<file path="config.mk">
export PLATFORM = sky130hd
export DESIGN_NAME = ohs_rx
export DESIGN_NICKNAME = d
export VERILOG_FILES = /design/src/rtl/ohs_rx.sv
export SDC_FILE = /design/constraint.sdc
export NUM_CORES = 1
export LEC_CHECK = 0
export CAP_MARGIN = 20
export CORE_ASPECT_RATIO = 2
export CORE_MARGIN = 8
export CORE_UTILIZATION = 45
export DETAILED_ROUTE_END_ITERATION = 10
export DONT_BUFFER_PORTS = 1
export GPL_TIMING_DRIVEN = 0
export HOLD_SLACK_MARGIN = 0.08
export PLACE_DENSITY = 0.63
export SLEW_MARGIN = 20
export SYNTH_ARGS = -nofsm -noshare
export SYNTH_HDL_FRONTEND = slang
export SYNTH_SLANG_ARGS = --single-unit
</file>
<file path="constraint.sdc">
create_clock -name sclk -period 2.5 [get_ports sclk]
set_input_delay 0.25 -clock sclk [delete_from_list [all_inputs] [get_ports sclk]]
set_output_delay 0.25 -clock sclk [all_outputs]
set_load 0.02 [all_outputs]
</file>
<file path="src/rtl/ohs_rx.sv">
module ohs_rx #(
  parameter int SHORT_LEN = 8,
  parameter int LONG_LEN  = 16,
  parameter int MIN_GAP   = 8
) (
  input  logic                sclk,
  input  logic                rst_n,
  input  logic                sd_in,
  input  logic                sv_in,
  input  logic                long_mode,
  input  logic                alarm_clr,
  output logic [LONG_LEN-1:0] word_out,
  output logic                word_done,
  output logic                gap_err,
  output logic                ovr_err,
  output logic                alarm
);
  localparam int CW = $clog2(LONG_LEN + 1);
  localparam int GW = $clog2(MIN_GAP + 1);

  logic [LONG_LEN-1:0] shreg;
  logic [CW-1:0]       bitcnt;
  logic [GW-1:0]       gapcnt;
  logic                prev_v;
  logic                bad;

  logic [CW-1:0]       max_len;
  logic [LONG_LEN-1:0] mask;
  logic                rise, fall, gap_short, overrun, commit;

  assign max_len   = long_mode ? CW'(LONG_LEN) : CW'(SHORT_LEN);
  assign mask      = long_mode ? {LONG_LEN{1'b1}}
                               : {{(LONG_LEN-SHORT_LEN){1'b0}}, {SHORT_LEN{1'b1}}};
  assign rise      = sv_in & ~prev_v;
  assign fall      = ~sv_in & prev_v;
  assign gap_short = rise && (gapcnt < GW'(MIN_GAP));
  assign overrun   = sv_in && prev_v && (bitcnt == max_len);
  assign commit    = fall && !bad && (bitcnt == max_len);
  assign alarm     = gap_err | ovr_err;

  always_ff @(negedge sclk or negedge rst_n) begin
    if (!rst_n) begin
      shreg     <= '0;
      bitcnt    <= '0;
      gapcnt    <= GW'(MIN_GAP);
      prev_v    <= 1'b0;
      bad       <= 1'b0;
      word_out  <= '0;
      word_done <= 1'b0;
      gap_err   <= 1'b0;
      ovr_err   <= 1'b0;
    end else begin
      prev_v    <= sv_in;
      word_done <= commit;
      if (commit) word_out <= shreg & mask;

      if (sv_in) begin
        gapcnt <= '0;
        if (rise) begin
          shreg  <= {shreg[LONG_LEN-2:0], sd_in};
          bitcnt <= CW'(1);
          bad    <= gap_short;
        end else if (overrun) begin
          bad <= 1'b1;
        end else begin
          shreg  <= {shreg[LONG_LEN-2:0], sd_in};
          bitcnt <= bitcnt + CW'(1);
        end
      end else begin
        bitcnt <= '0;
        if (gapcnt < GW'(MIN_GAP)) gapcnt <= gapcnt + GW'(1);
      end

      gap_err <= (gap_err & ~alarm_clr) | gap_short;
      ovr_err <= (ovr_err & ~alarm_clr) | overrun;
    end
  end
endmodule

</file>
Yosys cells after proc, flatten, opt, wreduce, memory -nomap -nowiden. Cells that the tools add are included. W data, S select, Z words.

Logic and storage cells: 47. Bits of input ports: 6. Register bits after elaboration: 46.

Add/subtract/negate cells: 2. Order comparisons: 1. Multiplexer cells: 11. Bitwise gates (word level): 11. Reductions and logical operators: 10. Equality and inequality tests: 3.

Operators by type and width (count): $mux W16 (3); $mux W5 (4); $and A16 B16 Y16 (1); $mux W4 (2); $add A5 B1 Y5 const B (1); $eq A5 B5 Y1 (1); $logic_and A1 B1 Y1 (5); $add A4 B1 Y4 const B (1); $and A1 B1 Y1 (4); $lt A4 B4 Y1 const B (1); $reduce_and A2 Y1 (2); $reduce_bool A2 Y1 (2); $ne A3 B3 Y1 const B (1); $not A1 Y1 (3); $or A1 B1 Y1 (3); $mux W1 (2); $ne A2 B2 Y1 const B (1); $logic_not A1 Y1 (1).

Longest topological paths before layout.
Depth after elaboration: 6. Depth in mapped cells: 8.

==> impl_metrics.tcl <==
set metrics [dict create \
    io_buffers 0 \
    drt-pass1-iter-count 3 \
    crit_start "long_mode" \
    synth_edf_count 0 \
    max-slew-margin-rel_pct 69.2 \
    syn2layout_area_growth_pct 20.4 \
    cts_root_buffer "clkbuf_8" \
    insertion_delay_ps 340 \
    grt_max_degree 47 \
    max-clock-path-buffers 2 \
    fp.dieW_um 62.3 \
    yosysTopAreaCellShare_pct 58.4 \
    antennaDiodeCount 0 \
    grt_pass1_wl_um 5920 \
    viasPerCell 4.92 \
    drive_above_1_share_pct 33.9 \
    setup_viol 33 \
    dp.cells 198 \
    syn_area_per_cell_sq_um 13.2 \
    rrSetupSlack_ps 480 \
    clkTransAtPathRegs_ps 60 \
    fin_ws_ps -189 \
    antenna_found_initial 0 \
    grt_overflow 0 \
    synthCells 146 \
    worst_pin_slew_ps 462 \
    cts_sinks 46 \
    drt_iter0_markers 12 \
    critPathLaunchType "primary input" \
    die-height_um 109 \
    dpl_worst_slack_ps -673 \
    cts_tree "built" \
    worstRegToRegCells 7 \
    placed_cell_area_sq_um 2010 \
    core.rowCount 33 \
    r2r_end "word_out[0]" \
    synth_top_flop_cell "dfrtn_1" \
    violations "negative setup slack" \
    vias 1083 \
    cp.arrival_ps 1580 \
    synth_seq_cells 46 \
    initial_core_util_pct 46.7 \
    cap_violations 0 \
    dieArea_sq_um 6760 \
    r2r-start "bitcnt[0]" \
    power.leakage_uw 0.00121 \
    hpwl_um 2210 \
    drc_errors 0 \
    wl_per_cell_um 15.6 \
    async_flop_share_pct 100 \
    fin_nets 176 \
    core_sq_um 4130 \
    post-synth-top-count-cell "dfrtn_1" \
    hold_viol_final 0 \
    synth_nets 155 \
    power_density_nw_per_um2 698 \
    synth_common_cells "dfrtn_1 (45), mux2_2 (23), inv_1 (16)" \
    grt_util_all_layers_pct 10.8 \
    peakVddDrop_uv 408 \
    hp-class "reg -> reg" \
    place_congestion 0.687 \
    ys_types 28 \
    drt-total-wl_um 3440 \
    fin_total_pwr_uw 1620 \
    instances_no_fill 220 \
    final_cell_area_sq_um 2320 \
    outcome "finished with violations" \
    synth_area_leaders "dfrtn_1 (58%), mux2_2 (13%), mux2i_1 (5.2%)" \
    ys_seq_area_share_pct 59.8 \
    rsz0062_at_grt "true" \
    endpoint_kind "flip-flop" \
    critPathMaxFanout 4 \
    h-tree-depth 2 \
    numCtsBuffers 5 \
    required_ps 1390 \
    endpoint "word_out[0]" \
    final_antenna_net_count 0 \
    yosys_warnings 0 \
    syn_area_sq_um 1930 \
    ctsHoldBuffers 0 \
    synth_top_area_cell "dfrtn_1" \
    worstSetupPathType "in -> reg" \
    skew_ps 50.5 \
    io_pins 26 \
    slew_viol_final 0 \
    grt_pass1_vias 1268 \
]
layout by cell type, fill, tap and decap left out, drive strengths merged, types with 3 or more instances in the layout:
master,n
dfrtn,45
nor2,6
clkbuf,7
mux2i,10
ha,3
nand2,11
o21ai,3
mux2,24
inv,16
buf,18
nand3,3
xor2,3
registers in the layout, summed over array words and instances, names as in the netlist:
register and cells:
word_out 16, ovr_err 1, gapcnt 4, bitcnt 5, prev_v 1, word_done 1
bad 1, shreg 16, gap_err 1
final cells by class:
type / count / area (sq um)
buffer: 4 / 55.1
clock buffer: 6 / 72.6
clock inverter: 3 / 12.5
fill: 349 / 1810
inverter: 15 / 56.3
multi-input combinational: 79 / 756
sequential: 46 / 1150
tap: 52 / 65.1
timing repair buffer: 15 / 153
per-stage QoR:
step           hold WS [ps]  setup TNS (ps)  utilization [%]
4_1_cts                 445           -7740             55.9
6_report                458           -3580             56.2
3_5_place_dp            435          -16550             48.7
2_1_floorplan           405          -12000                -
5_1_grt                 480           -4630             56.2
3_3_place_gp            426          -16230             48.7
how the worst min path moves through the flow:
stage	start	end	depth (start not counted)
2_1_floorplan	gapcnt[3]	gap_err	1
3_3_place_gp	bad	bad	1
3_5_place_dp	bad	bad	1
4_1_cts	bad	bad	1
5_1_grt	shreg[15]	shreg[15]	1
6_report	bad	bad	1
power breakdown:
group,switching [uW],internal (uW),total [uW]
combinational,70.3,172,242
clock,228,194,423
sequential,90.2,865,955
metal layers:
| layer | routed length [um] | global-route usage (%) | vias to the layer above |
|---|---|---|---|
| li1 | - | - | 517 |
| met1 | 1260 | 9.78 | 536 |
| met2 | 1900 | 20.8 | 26 |
| met5 | 0 | 0 | - |
| met4 | 42 | 3.94 | 0 |
| met3 | 232 | 4.24 | 4 |
cell families (layout without fill, tap and decap cells):
family | Yosys count | in the layout | share of synthesized area, %
muxes | 34 | 34 | 19.4
and+or+nand+nor | 27 | 27 | 7.27
adders and majority gates | 3 | 3 | 1.95
DFF | 46 | 46 | 59.8
buffers and inverters | 21 | 43 | 5.78
AOI/OAI and AO/OA | 10 | 10 | 3.57
xor gates and xnor gates | 5 | 5 | 2.27
worst max-delay path: stages:
cell	delay, ps
buf_12	100
nor3b_4	220
o21ai_4	80
or4_4	480
buf_12	160
mux2_4	280
what timing repair did:
action / in CTS / in global routing
pin swaps: 4 / 4
setup endpoints to repair: 33 / 34
endpoints found under the hold margin: 0 / 0
resized for setup: 28 / 3
setup buffers: 11 / 4
cloned: 1 / 0
No activity file was read; power rests on OpenSTA's default activity.
